## src/rtl/sat_pkg.sv

```systemverilog
package sat_pkg;
  typedef enum logic [3:0] {
    OP_WADD  = 4'd0,
    OP_SADD  = 4'd1,
    OP_SSUB  = 4'd2,
    OP_UADD  = 4'd3,
    OP_USUB  = 4'd4,
    OP_SDBL  = 4'd5,
    OP_SSAT  = 4'd6,
    OP_USAT  = 4'd7,
    OP_SSAT2 = 4'd8,
    OP_USAT2 = 4'd9
  } sat_op_e;

  localparam int unsigned LANES = 2;
endpackage

```

## src/rtl/sat_addsub.sv

```systemverilog
module sat_addsub #(
  parameter int unsigned W = 32
) (
  input  logic [W-1:0] a_i,
  input  logic [W-1:0] b_i,
  input  logic         sub_i,
  input  logic         uns_i,
  output logic [W-1:0] raw_o,
  output logic         s_ovf_o,
  output logic [W-1:0] res_o,
  output logic         ovf_o
);
  localparam logic [W-1:0] SMAX = {1'b0, {(W-1){1'b1}}};
  localparam logic [W-1:0] SMIN = {1'b1, {(W-1){1'b0}}};

  logic [W:0]   ext;
  logic [W-1:0] clamp_val;

  always_comb begin
    if (sub_i) ext = {1'b0, a_i} - {1'b0, b_i};
    else       ext = {1'b0, a_i} + {1'b0, b_i};
  end

  assign raw_o = ext[W-1:0];

  // sign-based overflow, shape depends on add vs subtract
  assign s_ovf_o = sub_i ? ((a_i[W-1] ^ b_i[W-1]) & (raw_o[W-1] ^ a_i[W-1]))
                         : (~(a_i[W-1] ^ b_i[W-1]) & (raw_o[W-1] ^ a_i[W-1]));

  // carry out on add, borrow on subtract
  assign ovf_o = uns_i ? ext[W] : s_ovf_o;

  always_comb begin
    if (uns_i)         clamp_val = sub_i ? '0 : '1;
    else if (a_i[W-1]) clamp_val = SMIN;
    else               clamp_val = SMAX;
  end

  assign res_o = ovf_o ? clamp_val : raw_o;
endmodule

```

## src/rtl/sat_dbl.sv

```systemverilog
module sat_dbl #(
  parameter int unsigned W = 32
) (
  input  logic [W-1:0] a_i,
  output logic [W-1:0] res_o,
  output logic         ovf_o
);
  localparam logic [W-1:0] QTR  = {2'b01, {(W-2){1'b0}}};
  localparam logic [W-1:0] NQTR = {2'b11, {(W-2){1'b0}}};
  localparam logic [W-1:0] SMAX = {1'b0, {(W-1){1'b1}}};
  localparam logic [W-1:0] SMIN = {1'b1, {(W-1){1'b0}}};

  logic hi, lo;
  assign hi = $signed(a_i) >= $signed(QTR);
  assign lo = $signed(a_i) <= $signed(NQTR);

  assign ovf_o = hi | lo;

  always_comb begin
    if (hi)      res_o = SMAX;
    else if (lo) res_o = SMIN;
    else         res_o = {a_i[W-2:0], 1'b0};
  end
endmodule

```

## src/rtl/sat_clip.sv

```systemverilog
module sat_clip #(
  parameter int unsigned W  = 32,
  parameter int unsigned OW = 32,
  parameter int unsigned PW = $clog2(W)
) (
  input  logic [W-1:0]  val_i,
  input  logic [PW-1:0] pos_i,
  input  logic          uns_i,
  output logic [OW-1:0] res_o,
  output logic          ovf_o
);
  localparam logic [W-1:0] ONE = {{(W-1){1'b0}}, 1'b1};

  logic [W-1:0] mask;
  logic [W-1:0] top;
  logic         top_pos, top_neg;
  logic         u_hi;

  assign mask    = (ONE << pos_i) - ONE;
  assign top     = W'($signed(val_i) >>> pos_i);
  assign top_pos = ~top[W-1] & (|top);
  assign top_neg = top[W-1] & ~(&top);
  assign u_hi    = ~val_i[W-1] & (val_i > mask);

  always_comb begin
    ovf_o = 1'b0;
    res_o = val_i[OW-1:0];
    if (uns_i) begin
      if (val_i[W-1]) begin
        ovf_o = 1'b1;
        res_o = '0;
      end else if (u_hi) begin
        ovf_o = 1'b1;
        res_o = mask[OW-1:0];
      end
    end else begin
      if (top_pos) begin
        ovf_o = 1'b1;
        res_o = mask[OW-1:0];
      end else if (top_neg) begin
        ovf_o = 1'b1;
        res_o = ~mask[OW-1:0];
      end
    end
  end
endmodule

```

## src/rtl/sat_sticky.sv

```systemverilog
module sat_sticky (
  input  logic clk_i,
  input  logic rst_ni,
  input  logic set_i,
  input  logic clr_i,
  output logic flag_o
);
  always_ff @(posedge clk_i or negedge rst_ni) begin
    if (!rst_ni)    flag_o <= 1'b0;
    else if (set_i) flag_o <= 1'b1;  // set wins over clear
    else if (clr_i) flag_o <= 1'b0;
  end
endmodule

```

## src/rtl/sat_alu.sv

```systemverilog
module sat_alu
  import sat_pkg::*;
#(
  parameter int unsigned WIDTH = 32,
  localparam int unsigned PW   = $clog2(WIDTH),
  localparam int unsigned HALF = WIDTH / LANES
) (
  input  logic             clk_i,
  input  logic             rst_ni,
  input  logic             valid_i,
  input  logic [3:0]       op_i,
  input  logic [WIDTH-1:0] a_i,
  input  logic [WIDTH-1:0] b_i,
  input  logic [PW-1:0]    pos_i,
  input  logic             clr_i,
  output logic [WIDTH-1:0] res_o,
  output logic             clamp_o,
  output logic             sticky_o
);
  sat_op_e op;
  assign op = sat_op_e'(op_i);

  logic             as_sub, as_uns;
  logic [WIDTH-1:0] as_raw, as_res;
  logic             as_sovf, as_ovf;

  assign as_sub = (op == OP_SSUB) | (op == OP_USUB);
  assign as_uns = (op == OP_UADD) | (op == OP_USUB);

  sat_addsub #(.W(WIDTH)) i_addsub (
    .a_i    (a_i),
    .b_i    (b_i),
    .sub_i  (as_sub),
    .uns_i  (as_uns),
    .raw_o  (as_raw),
    .s_ovf_o(as_sovf),
    .res_o  (as_res),
    .ovf_o  (as_ovf)
  );

  logic [WIDTH-1:0] dbl_res;
  logic             dbl_ovf;

  sat_dbl #(.W(WIDTH)) i_dbl (
    .a_i  (a_i),
    .res_o(dbl_res),
    .ovf_o(dbl_ovf)
  );

  logic [WIDTH-1:0] ws_res, wu_res;
  logic             ws_ovf, wu_ovf;

  sat_clip #(.W(WIDTH), .OW(WIDTH), .PW(PW)) i_clip_s (
    .val_i(a_i), .pos_i(pos_i), .uns_i(1'b0), .res_o(ws_res), .ovf_o(ws_ovf)
  );

  sat_clip #(.W(WIDTH), .OW(WIDTH), .PW(PW)) i_clip_u (
    .val_i(a_i), .pos_i(pos_i), .uns_i(1'b1), .res_o(wu_res), .ovf_o(wu_ovf)
  );

  logic [LANES-1:0][HALF-1:0] ls_res, lu_res;
  logic [LANES-1:0]           ls_ovf, lu_ovf;

  for (genvar g = 0; g < LANES; g++) begin : g_lane
    logic [WIDTH-1:0] lane_val;
    assign lane_val = {{(WIDTH-HALF){a_i[g*HALF+HALF-1]}}, a_i[g*HALF +: HALF]};

    sat_clip #(.W(WIDTH), .OW(HALF), .PW(PW)) i_lane_s (
      .val_i(lane_val), .pos_i(pos_i), .uns_i(1'b0),
      .res_o(ls_res[g]), .ovf_o(ls_ovf[g])
    );

    sat_clip #(.W(WIDTH), .OW(HALF), .PW(PW)) i_lane_u (
      .val_i(lane_val), .pos_i(pos_i), .uns_i(1'b1),
      .res_o(lu_res[g]), .ovf_o(lu_ovf[g])
    );
  end

  always_comb begin
    res_o   = '0;
    clamp_o = 1'b0;
    unique case (op)
      OP_WADD: begin
        res_o   = as_raw;
        clamp_o = as_sovf;
      end
      OP_SADD, OP_SSUB, OP_UADD, OP_USUB: begin
        res_o   = as_res;
        clamp_o = as_ovf;
      end
      OP_SDBL: begin
        res_o   = dbl_res;
        clamp_o = dbl_ovf;
      end
      OP_SSAT: begin
        res_o   = ws_res;
        clamp_o = ws_ovf;
      end
      OP_USAT: begin
        res_o   = wu_res;
        clamp_o = wu_ovf;
      end
      OP_SSAT2: begin
        res_o   = ls_res;
        clamp_o = |ls_ovf;
      end
      OP_USAT2: begin
        res_o   = lu_res;
        clamp_o = |lu_ovf;
      end
      default: begin
        res_o   = '0;
        clamp_o = 1'b0;
      end
    endcase
  end

  sat_sticky i_sticky (
    .clk_i (clk_i),
    .rst_ni(rst_ni),
    .set_i (valid_i & clamp_o),
    .clr_i (clr_i),
    .flag_o(sticky_o)
  );
endmodule

```

## config.mk

```make
export PLATFORM = sky130hd
export DESIGN_NAME = sat_alu
export DESIGN_NICKNAME = d
export VERILOG_FILES = /design/src/rtl/sat_pkg.sv /design/src/rtl/sat_addsub.sv /design/src/rtl/sat_dbl.sv /design/src/rtl/sat_clip.sv /design/src/rtl/sat_sticky.sv /design/src/rtl/sat_alu.sv
export SDC_FILE = /design/constraint.sdc
export NUM_CORES = 1
export LEC_CHECK = 0
export ABC_CLOCK_PERIOD_IN_PS = 17400
export CAP_MARGIN = 20
export CORE_ASPECT_RATIO = 0.75
export CORE_UTILIZATION = 35
export CTS_CLUSTER_SIZE = 10
export DETAILED_ROUTE_END_ITERATION = 8
export PLACE_DENSITY = 0.56
export RECOVER_POWER = 50
export SETUP_SLACK_MARGIN = 0.5
export SYNTH_ARGS = -nofsm -noshare
export SYNTH_HDL_FRONTEND = slang
export SYNTH_SLANG_ARGS = --single-unit
```

## constraint.sdc

```tcl
create_clock -name clk_i -period 17.4 [get_ports clk_i]
set_input_delay 3.48 -clock clk_i [delete_from_list [all_inputs] [get_ports clk_i]]
set_output_delay 3.48 -clock clk_i [all_outputs]
set_load 0.1 [all_outputs]
```

[Word-level counts from Yosys, hierarchy flattened]
Index checks and enable logic that the tools add are counted.
Storage, ports and cells
  logic and storage cells: 98
  register bits: 1
  output and inout bits: 34
Operators by class
  eq/ne operators: 9
  add/sub/neg operators: 3
  magnitude comparators: 5
  muxes and demuxes: 37
  bitwise gates (word level): 28
  reductions and logical operators: 11
  shift-type cells: 4
Operators with widths (count)
  $mux 32: 10
  $pmux 32 s7: 1
  $mux 16: 8
  $gt 32x32->1: 3
  $reduce_and 32->1: 3
  $reduce_or 32->1: 3
  $sshr 16x5->32: 2
  $add 32x32->33: 1
  $mux 33: 1
  $sub 32x32->33: 1
  $ge 32x32->1 const B: 1
  $le 32x31->1 const B: 1
  $not 32->32: 1
  $shl 1x5->32 const A: 1
  $sshr 32x5->32: 1
  $sub 32x1->32 const B: 1
  $eq 4x3->1 const B: 4
  $mux 1: 16
  $not 16->16: 1
  $and 1x1->1: 12
  $not 1->1: 9
  $eq 4x2->1 const B: 2
  $eq 4x4->1 const B: 2
  $pmux 1 s7: 1
  7 further kinds: 11

[Logic depth before layout (Yosys ltp)]
Gate-level depths: netlist of run 1.
  word-level depth: 10
  mapped depth: 30

[Cells and area by module]
From an unflattened synthesis of run 1, not the netlist that was laid out.
Unflattened totals
  cell total of the unflattened synthesis: 4451
  area, all modules: 34139.0 sq um
Modules (own cells, without submodules)
  sat_clip at g_lane[0].i_lane_s ...: cells each 552, times used 3, area an instance 4430.5 sq um, seq. area each 0.0 sq um
  sat_clip at i_clip_u: cells each 782, times used 1, area an instance 5830.6 sq um, seq. area each 0.0 sq um
  sat_clip at i_clip_s: cells each 692, times used 1, area an instance 5302.6 sq um, seq. area each 0.0 sq um
  sat_clip at g_lane[1].i_lane_u: cells each 550, times used 1, area an instance 4426.7 sq um, seq. area each 0.0 sq um
  sat_addsub: cells each 407, times used 1, area an instance 3006.6 sq um, seq. area each 0.0 sq um
  sat_alu: cells each 274, times used 1, area an instance 1801.7 sq um, seq. area each 0.0 sq um
  sat_dbl: cells each 87, times used 1, area an instance 442.9 sq um, seq. area each 0.0 sq um
  sat_sticky: cells each 3, times used 1, area an instance 36.3 sq um, seq. area each 25.0 sq um

[Worst setup path after synthesis of run 1]
OpenSTA, ideal clock, no wires.
  kind: in2out
  start: input b_i[14]
  end: output res_o[26]
  arrival time: 9.378 ns
  stages on the path: 22
  slack: 4.542 ns
  cell sequence: or4_4 -> or3_1 -> or3_4 -> nor3_4 -> or2b_1 -> or3_1 -> nor2_1 -> a21oi_1 -> xnor2_1 -> ha_1 -> nand2_1 -> nor3_1 -> o21a_1 -> nand2_1 -> o311a_1 -> mux2i_1 -> o32ai_1 -> or2_1 -> buf_6 -> buf_6 -> a21oi_2 -> o221ai_1
Between the ends
  cells in the longest elaborated chain, start to end: 8
  elaborated cells on any way between the ends: 10
  those cells by class: 2 x add/sub; 5 x mux; 3 x bitwise
Ends and longest elaborated chain
  start, declared: line sat_alu.sv:13  | input logic [WIDTH-1:0] b_i,
  $add 32x32->33 or $sub 32x32->33 (tied branches): line sat_addsub.sv:21, sat_addsub.sv:20
  $mux 33 (*): line sat_addsub.sv:20  | if (sub_i) ext = {1'b0, a_i} - {1'b0, b_i};
  $xor 1x1->1: line sat_addsub.sv:27, sat_addsub.sv:28
  $and 1x1->1 (on tied branches): line sat_addsub.sv:28, sat_addsub.sv:27
  $mux 1: line sat_addsub.sv:27  | assign s_ovf_o = sub_i ? ((a_i[W-1] ^ b_i[W-1]) & (raw_o[W-1] ^ a_i[W-1]))
  $mux 1: line sat_addsub.sv:31  | assign ovf_o = uns_i ? ext[W] : s_ovf_o;
  $mux 32: line sat_addsub.sv:39  | assign res_o = ovf_o ? clamp_val : raw_o;
  $pmux 32 s7 (*): line sat_alu.sv:82  | unique case (op)
  end, declared: line sat_alu.sv:16  | output logic [WIDTH-1:0] res_o,
Mark *: on every way between the ends. The rest lies on a longest branch, timed or not.

[Final worst setup path of run 1]
  start: input pos_i[4]
  end: output res_o[17]
Between the ends
  cells in the longest elaborated chain, start to end: 7
  elaborated cells on any way between the ends: 31
  those cells by class: 1 x add/sub; 2 x order compare; 3 x shift; 9 x mux; 12 x bitwise; 4 x reduce/logical
Ends and longest elaborated chain
  start, declared: line sat_alu.sv:14  | input logic [PW-1:0] pos_i,
  $shl 1x5->32, or another cell as far along: line sat_clip.sv:19  | assign mask = (ONE << pos_i) - ONE;
  $sub 32x1->32 or $reduce_and 32->1 (tied branches)
  $gt 32x32->1 or $not 1->1 (tied branches)
  $and 1x1->1 (on tied branches)
  $mux 16, or another cell as far along: line sat_clip.sv:32  | end else if (u_hi) begin
  $mux 16, or another cell as far along: line sat_clip.sv:29  | if (val_i[W-1]) begin
  $pmux 32 s7 (*): line sat_alu.sv:82
Marked as above.

==> impl_metrics.json, run 1 <==
{
  "status": "finished with violations",
  "violations": "max-capacitance violations, max-slew violations",
  "top_layer_used": "met4",
  "yosys_register_bits": 1,
  "cp_max_fo": 26,
  "die_h_microns": 153,
  "largest_register_ffs": 1,
  "insertion_delay_ns": 0,
  "num_antenna_cells": 0,
  "layout_commonest_cell": "nand2_1",
  "stdcell_area_sq_mm": 0.0119,
  "cellLeakagePower_nw": 4.72,
  "synthFlopType": "dfrtp_1",
  "ctsResizeCount": 0,
  "crit_type": "input port to output pin",
  "grt_pass1_vias": 12300,
  "cts_setup_buffers": 0,
  "drive_above_1_share": 0.0926,
  "yosys.cell_types.count": 102,
  "fin_crit_ns": 15.44,
  "slew_headroom": -0.0331,
  "synth_area_sq_mm": 0.0106,
  "antenna_left": 0,
  "r2r_cells": 1,
  "netlist.area_leader.share": 0.126,
  "crit_path_cell_trace": "clkdlybuf4s50_1 > inv_1 > buf_4 > nand2_1 > inv_1 > nand2_1 > ha_1 > nor2_1 > a32oi_1 > o21ai_0 > inv_1 > ha_1 > nand4_1 > a211oi_1 > o32ai_1 > a32oi_1 > a211oi_1 > a21oi_1 > buf_4 > nand2_1 > o21ai_0 > o221ai_1 > or4_1 > clkdlybuf4s50_1",
  "worstSetupStartpointType": "input port",
  "drc": 0,
  "cp-end-kind": "output pin",
  "worstMarginPinSlew_ns": 1.55,
  "syn_avg_cell_area_sq_um": 6.82,
  "finalClockSkew_ns": 0,
  "ios": 111,
  "worst-endpoint-required_ns": 13.92,
  "wl_mm": 54.1,
  "rsz0062_at_grt": "false",
  "place_congestion": 1.01,
  "powerDensity_mw_per_mm2": 50.1,
  "antenna_found_initial": 1,
  "post-route-period-util": 0.888,
  "grt.total_usage": 0.338,
  "ys_warn_count": 0,
  "fin_tns_setup_ns": 0,
  "die_x_microns": 203,
  "ir_drop_mv": 0.0456,
  "core_sq_mm": 0.0295,
  "maxCapViolations": 1,
  "viasPerCell": 6.75,
  "final_cells": 1990,
  "max_stage_delay_ns": 1.17,
  "arrival_ns": 11.96,
  "grt_overflow": 0,
  "yosys-top-cells-area": "ha_1, mux4_2, a21oi_1",
  "postCtsHoldBufs": 0,
  "final_nets": 1785,
  "met1_length_mm": 24.3,
  "path_buf_inv": 7,
  "hp-class": "flop to flop",
  "rows": 54,
  "grt_max_degree": 63,
  "yosysSeqAreaShare": 0.00236,
  "layout-area-overhead-vs-synth_pct": 12.4,
  "reg.largest.list": "i_sticky.flag_o x1",
  "slew_violations": 22,
  "ys_async_sr_fraction": 1.00,
  "path_delay_family": "buffers and inverters",
  "vias": 13400,
  "met3WireLength_mm": 7.27,
  "clk_pin_slew_ns": 0,
  "port_buffers": 110,
  "synth_top_area_cell": "ha_1",
  "die_area_sq_mm": 0.0310,
  "whs_path_depth": 1,
  "final_cell_mix": "nand2_1, a21oi_1, o21ai_0",
  "top_register": "i_sticky.flag_o",
  "placed_cells": 1990,
  "finalSetupViolCount": 0,
  "dr_wl_met2_mm": 20.6,
  "cp_slowest_cell": "a21oi_1",
  "routedWlPerCell_microns": 27.2,
  "path_depth": 24,
  "initial_core_util": 0.360,
  "fmax_mhz": 64.8,
  "synth-edff-count": 0,
  "hpwl_mm": 40.3,
  "hold_violations": 0,
  "grt_pass1_wl_mm": 80.4,
  "syn-instance-count": 1554,
  "dpl_cell_area_sq_mm": 0.0119,
  "detail_route.iter0.violations": 1918,
  "firstDrtPassIters": 6
}
[metrics by stage]
| stage | setup WS [ns] | hold slack (ns) | power (W) | utilization |
|---|---|---|---|---|
| finish | 1.96 | 0.487 | 0.000597 | 0.404 |
| global route | 1.56 | 0.528 | 0.000626 | 0.404 |
| CTS | 2.52 | 0.499 | 0.000582 | 0.405 |
| detailed placement | 2.55 | 0.499 | 0.000579 | 0.405 |
| global placement | 2.69 | 0.496 | 0.000578 | 0.405 |
| floorplan | 4.54 | 1.13 | 0.000404 | - |
[synthesized netlist by cell type, types with 8 or more instances]
master	instances
nand2b_1	25
xor2_1	23
and3_1	13
nor2b_1	11
buf_4	10
mux2i_1	44
o21a_1	11
a31oi_1	11
o221ai_1	10
a221oi_1	23
and2_1	8
or3_1	13
buf_6	16
nor3_1	52
nand4_1	32
o21bai_1	8
a211oi_1	27
nor4_1	19
o21ai_0	119
or2_2	8
mux4_2	30
nor2_1	110
nand3_1	53
xnor2_1	38
a21oi_1	133
mux2_2	15
inv_1	64
ha_1	107
o21ai_1	22
o22ai_1	16
o211ai_1	21
o31ai_1	13
buf_2	25
a21o_1	30
clkbuf_1	60
nand2_1	166
a22oi_1	10
[power by group]
group          switching, W   total (W)  internal [W]
Sequential      0.000000150  0.00000291    0.00000276
Combinational      0.000415    0.000594      0.000180
Clock                     0           0             0
[logic make-up (layout without fill, tap and decap cells)]
kind of cell,Yosys count,in the layout,share of synthesized area
other,1,2,0.000354
buffers and inverters,183,226,0.0858
and+or+nand+nor,551,551,0.258
adders and majority gates,109,109,0.129
xor gates and xnor gates,61,61,0.0504
DFF,1,1,0.00236
AOI/OAI and AO/OA,559,559,0.353
muxes,89,89,0.121
[worst paths after layout]
check	start	to	slack (ns)
max reg2reg	i_sticky.flag_o	i_sticky.flag_o	16.71
min in group asynchronous	rst_ni	i_sticky.flag_o	3.70
max	pos_i[4]	res_o[17]	1.96
min	i_sticky.flag_o	i_sticky.flag_o	0.49
max in group asynchronous	rst_ni	i_sticky.flag_o	13.60
min reg2reg	i_sticky.flag_o	i_sticky.flag_o	0.49
[area by class of cell]
| cell class | count | area [sq um] |
|---|---|---|
| inverters | 66 | 248 |
| fillers | 3199 | 17500 |
| multi-input cells | 1371 | 9700 |
| flip-flops and latches | 1 | 25.0 |
| repair buffers | 160 | 1450 |
| well taps | 392 | 490 |
[routing by layer]
metal / vias up / track usage
met3: 126 / 0.0952
met5: - / 0
li1: 6036 / -
met2: 881 / 0.458
met4: 0 / 0.102
met1: 6398 / 0.502
Note: power is estimated with default switching activity, not from simulation.
==> inputs of run 2 (changes only) <==
--- a/config.mk
+++ b/config.mk
@@ -7,11 +7,12 @@
 export LEC_CHECK = 0
 export ABC_CLOCK_PERIOD_IN_PS = 17400
 export CAP_MARGIN = 20
-export CORE_ASPECT_RATIO = 0.75
-export CORE_UTILIZATION = 35
+export CELL_PAD_IN_SITES_DETAIL_PLACEMENT = 1
+export CELL_PAD_IN_SITES_GLOBAL_PLACEMENT = 2
+export CORE_UTILIZATION = 36
 export CTS_CLUSTER_SIZE = 10
 export DETAILED_ROUTE_END_ITERATION = 8
-export PLACE_DENSITY = 0.56
+export PLACE_DENSITY = 0.91
 export RECOVER_POWER = 50
 export SETUP_SLACK_MARGIN = 0.5
 export SYNTH_ARGS = -nofsm -noshare
==> run 2 against run 1 <==
Wire length down 3.5%. Core utilization grew 0.70 points. Design area is 0.35% lower. Cell count shrank 0.60%. The run now ends clean. First-iteration DRC count shrank 24%. Clock skew unchanged.
==> impl_metrics.json, run 2 (synthesis results as in run 1) <==
{
  "status": "completed",
  "rows": 62,
  "final_cells": 1978,
  "die_h_microns": 174,
  "r2r_slack_ns": 16.69,
  "drc": 0,
  "clk_pin_slew_ns": 0,
  "final_util": 0.411,
  "core_sq_mm": 0.0289,
  "hold_violations": 0,
  "rsz0062_at_grt": "false",
  "fmax_mhz": 65.8,
  "hp-class": "flop to flop",
  "grt.total_usage": 0.334,
  "firstDrtPassIters": 7,
  "place_congestion": 1.03,
  "finalPower_w": 0.000574,
  "viasPerCell": 6.81,
  "worstMarginPinSlew_ns": 1.08,
  "final_nets": 1781,
  "vias": 13500,
  "slew_headroom": 0.278,
  "layout-area-overhead-vs-synth_pct": 12.0,
  "cp-end-kind": "output pin",
  "die_x_microns": 174,
  "post-route-period-util": 0.874,
  "max_stage_delay_ns": 1.15,
  "hpwl_mm": 39.5,
  "insertion_delay_ns": 0,
  "layout_commonest_cell": "nand2_1",
  "drive_above_1_share": 0.0916,
  "ir_drop_mv": 0.0370,
  "grt_pass1_wl_mm": 79.3,
  "cp_slowest_cell": "clkdlybuf4s50_1",
  "cp_max_fo": 41,
  "arrival_ns": 11.72,
  "antenna_found_initial": 0,
  "largest_register_ffs": 1,
  "worst-endpoint-required_ns": 13.92,
  "powerDensity_mw_per_mm2": 48.4,
  "die_area_sq_mm": 0.0301,
  "grt_pass1_vias": 13400,
  "maxCapViolations": 0,
  "initial_core_util": 0.367,
  "fin_tns_setup_ns": 0,
  "cellLeakagePower_nw": 4.70,
  "final_cell_mix": "nand2_1, a21oi_1, o21ai_0",
  "slew_violations": 0,
  "grt_max_degree": 61,
  "port_buffers": 110,
  "r2r_start": "i_sticky.flag_o",
  "num_antenna_cells": 0,
  "hold_end": "i_sticky.flag_o",
  "ctsResizeCount": 0,
  "reg.largest.list": "i_sticky.flag_o x1",
  "r2r_end": "i_sticky.flag_o",
  "antenna_left": 0,
  "crit_type": "input port to output pin",
  "wl_mm": 52.2,
  "fin_crit_ns": 15.20,
  "worstSetupStartpointType": "input port",
  "whs_path_depth": 1,
  "grt_overflow": 0,
  "r2r_cells": 1,
  "routedWlPerCell_microns": 26.4,
  "placed_cells": 1978,
  "cts_setup_buffers": 0,
  "ios": 111,
  "finalClockSkew_ns": 0,
  "min_from": "i_sticky.flag_o",
  "finalSetupViolCount": 0,
  "top_register": "i_sticky.flag_o",
  "postCtsHoldBufs": 0,
  "detail_route.iter0.violations": 1459
}
-- run 2: cell types whose count changed in the layout (fill, tap and decap cells not counted) --
cell             delta
a21oi_2             +1
buf_2               +1
buf_4               -4
dlygate4sd3_1       +1
a21oi_1             -1
clkdlybuf4s50_1     -2
-- run 2: metal layers --
layer | vias up | track usage | part of all wire
met1 | 6539 | 0.431 | 0.41
met5 | - | 0 | 0
met3 | 164 | 0.0414 | 0.089
li1 | 6024 | - | -
met4 | 0 | 0.145 | 0.052
met2 | 740 | 0.555 | 0.45
-- run 2: cell type report --
| type | count | area [sq um] |
|---|---|---|
| flip-flops and latches | 1 | 25.0 |
| fillers | 3738 | 17000 |
| repair buffers | 156 | 1420 |
| inverters | 66 | 248 |
| well taps | 384 | 480 |
| multi-input cells | 1371 | 9700 |
-- run 2: metrics by stage --
stage / setup slack, ns / instance area (sq um) / hold WS (ns)
after global placement: 2.83 / 11900 / 0.494
after global routing: 1.76 / 11900 / 0.519
final: 2.20 / 11900 / 0.511
after detailed placement: 2.53 / 11900 / 0.517
after floorplan: 4.54 / 10600 / 1.13
after CTS: 2.49 / 11900 / 0.516
-- run 2: how the worst max path moves through the flow --
stage                         from   endpoint  cells past startpoint
after floorplan            b_i[14]  res_o[26]                     22
after global placement    pos_i[4]  res_o[13]                     25
after detailed placement  pos_i[4]   res_o[1]                     25
after CTS                 pos_i[4]   res_o[1]                     25
after global routing      pos_i[4]   res_o[1]                     25
final                     pos_i[4]  res_o[13]                     25
-- run 2: where the power goes --
part           switching (W)  internal (W)
sequential       0.000000197    0.00000276
combinational       0.000392      0.000179
clock                      0             0
-- run 2: critical path: cells and delay by family --
family / cells / cell delay [ns]
compound gates: 10 / 2.44
fa+ha+maj: 2 / 0.91
buf+inv: 7 / 3.10
simple gates: 6 / 1.74
==> inputs of run 3 (changes only) <==
--- a/config.mk
+++ b/config.mk
@@ -13,7 +13,7 @@
 export CTS_CLUSTER_SIZE = 10
 export DETAILED_ROUTE_END_ITERATION = 8
 export PLACE_DENSITY = 0.91
-export RECOVER_POWER = 50
+export RECOVER_POWER = 25
 export SETUP_SLACK_MARGIN = 0.5
 export SYNTH_ARGS = -nofsm -noshare
 export SYNTH_HDL_FRONTEND = slang
==> run 3 against run 2 <==
Global-route usage unchanged. Register-to-register slack about the same. Die area unchanged. Flip-flop and latch count unchanged. Core utilization unchanged. Critical path type unchanged. Setup slack improved by 0.031 ns. Critical path depth unchanged.
==> impl_metrics.json, run 3 (synthesis results as in run 1) <==
{
  "grt.total_usage": 0.334,
  "ir_drop_mv": 0.0373,
  "rsz0062_at_grt": "false",
  "die_area_sq_mm": 0.0301,
  "cp_slowest_cell": "clkdlybuf4s50_1",
  "maxCapViolations": 0,
  "switching_share": 0.681,
  "seq_power_share": 0.005,
  "power.internal_w": 0.000183,
  "p_sw_w": 0.000392,
  "slew_headroom": 0.272,
  "num_antenna_cells": 0,
  "final_nets": 1781,
  "finalSetupViolCount": 0,
  "post-route-period-util": 0.872,
  "insertion_delay_ns": 0,
  "die_x_microns": 174,
  "port_buffers": 110,
  "crit_type": "input port to output pin",
  "pwr-share-clk": 0,
  "antenna_left": 0,
  "cellLeakagePower_nw": 4.68,
  "cts_setup_buffers": 0,
  "grt_pass1_wl_mm": 79.3,
  "placed_cells": 1978,
  "final_cells": 1978,
  "status": "completed",
  "top_register": "i_sticky.flag_o",
  "reg.largest.list": "i_sticky.flag_o x1",
  "fmax_mhz": 65.9,
  "largest_register_ffs": 1,
  "initial_core_util": 0.367,
  "firstDrtPassIters": 6,
  "hold_violations": 0,
  "slew_violations": 0,
  "hpwl_mm": 39.5,
  "path_delay_family": "buffers and inverters",
  "combPwrFrac": 0.995,
  "wl_mm": 52.2,
  "detail_route.iter0.violations": 1449,
  "finalClockSkew_ns": 0,
  "max_stage_delay_ns": 1.15,
  "ios": 111,
  "worstMarginPinSlew_ns": 1.09,
  "core_sq_mm": 0.0289,
  "worst-endpoint-required_ns": 13.92,
  "grt_overflow": 0,
  "routedWlPerCell_microns": 26.4,
  "die_h_microns": 174,
  "worstSetupStartpointType": "input port",
  "drive_above_1_share": 0.0916,
  "cp-end-kind": "output pin",
  "path_buf_inv": 7,
  "clk_pin_slew_ns": 0,
  "hp-class": "flop to flop",
  "fin_tns_setup_ns": 0,
  "grt_pass1_vias": 13400,
  "grt_max_degree": 61,
  "postCtsHoldBufs": 0,
  "drc": 0,
  "layout_commonest_cell": "nand2_1",
  "fin_crit_ns": 15.17,
  "powerDensity_mw_per_mm2": 48.5,
  "rows": 62,
  "ctsResizeCount": 0,
  "arrival_ns": 11.69,
  "antenna_found_initial": 0,
  "viasPerCell": 6.82,
  "layout-area-overhead-vs-synth_pct": 12.0,
  "final_cell_mix": "nand2_1, a21oi_1, o21ai_0",
  "place_congestion": 1.03,
  "vias": 13500,
  "cp_max_fo": 41
}
[run 3: changes by cell type in the layout (fill, tap and decap cells not counted)]
cell / previous run / this run
clkdlybuf4s50_1: 87 / 96
dlygate4sd3_1: 17 / 8
[run 3: cell type report]
class	instances	area (sq um)
inverter	66	248
tap	384	480
timing repair buffer	156	1420
multi-input combinational	1371	9700
fill	3738	17000
sequential	1	25.0
[run 3: through the flow]
step | worst slack, ns | hold WS, ns | power [W] | cell area [sq um] | utilization
after CTS | 2.49 | 0.516 | 0.000567 | 11900 | 0.411
after global placement | 2.83 | 0.494 | 0.000555 | 11900 | 0.411
after global routing | 1.76 | 0.519 | 0.000608 | 11900 | 0.411
after floorplan | 4.54 | 1.13 | 0.000404 | 10600 | -
final | 2.23 | 0.511 | 0.000576 | 11900 | 0.411
after detailed placement | 2.53 | 0.517 | 0.000565 | 11900 | 0.411
[run 3: final timing paths]
kind                                  from              end  slack (ns)  cells after the start
setup / recovery                  pos_i[4]        res_o[13]        2.23                     25
hold / removal             i_sticky.flag_o  i_sticky.flag_o        0.51                      1
setup reg to reg           i_sticky.flag_o  i_sticky.flag_o       16.69                      1
hold reg to reg            i_sticky.flag_o  i_sticky.flag_o        0.51                      1
max in group asynchronous           rst_ni  i_sticky.flag_o       13.60                      1
min in group asynchronous           rst_ni  i_sticky.flag_o        3.70                      1
[run 3: power groups by stage]
stage,Sequential (W),Combinational (W),Clock [W]
2_1_floorplan,0.00000588,0.000398,0
3_3_place_gp,0.00000294,0.000552,0
3_5_place_dp,0.00000298,0.000562,0
4_1_cts,0.00000297,0.000564,0
5_1_grt,0.00000297,0.000605,0
6_report,0.00000296,0.000573,0
[run 3: per-layer routing]
layer / up-vias / part of all wire / GRT usage
met2: 728 / 0.45 / 0.555
met1: 6567 / 0.41 / 0.431
met3: 169 / 0.089 / 0.0414
li1: 6022 / - / -
met5: - / 0 / 0
met4: 0 / 0.052 / 0.145
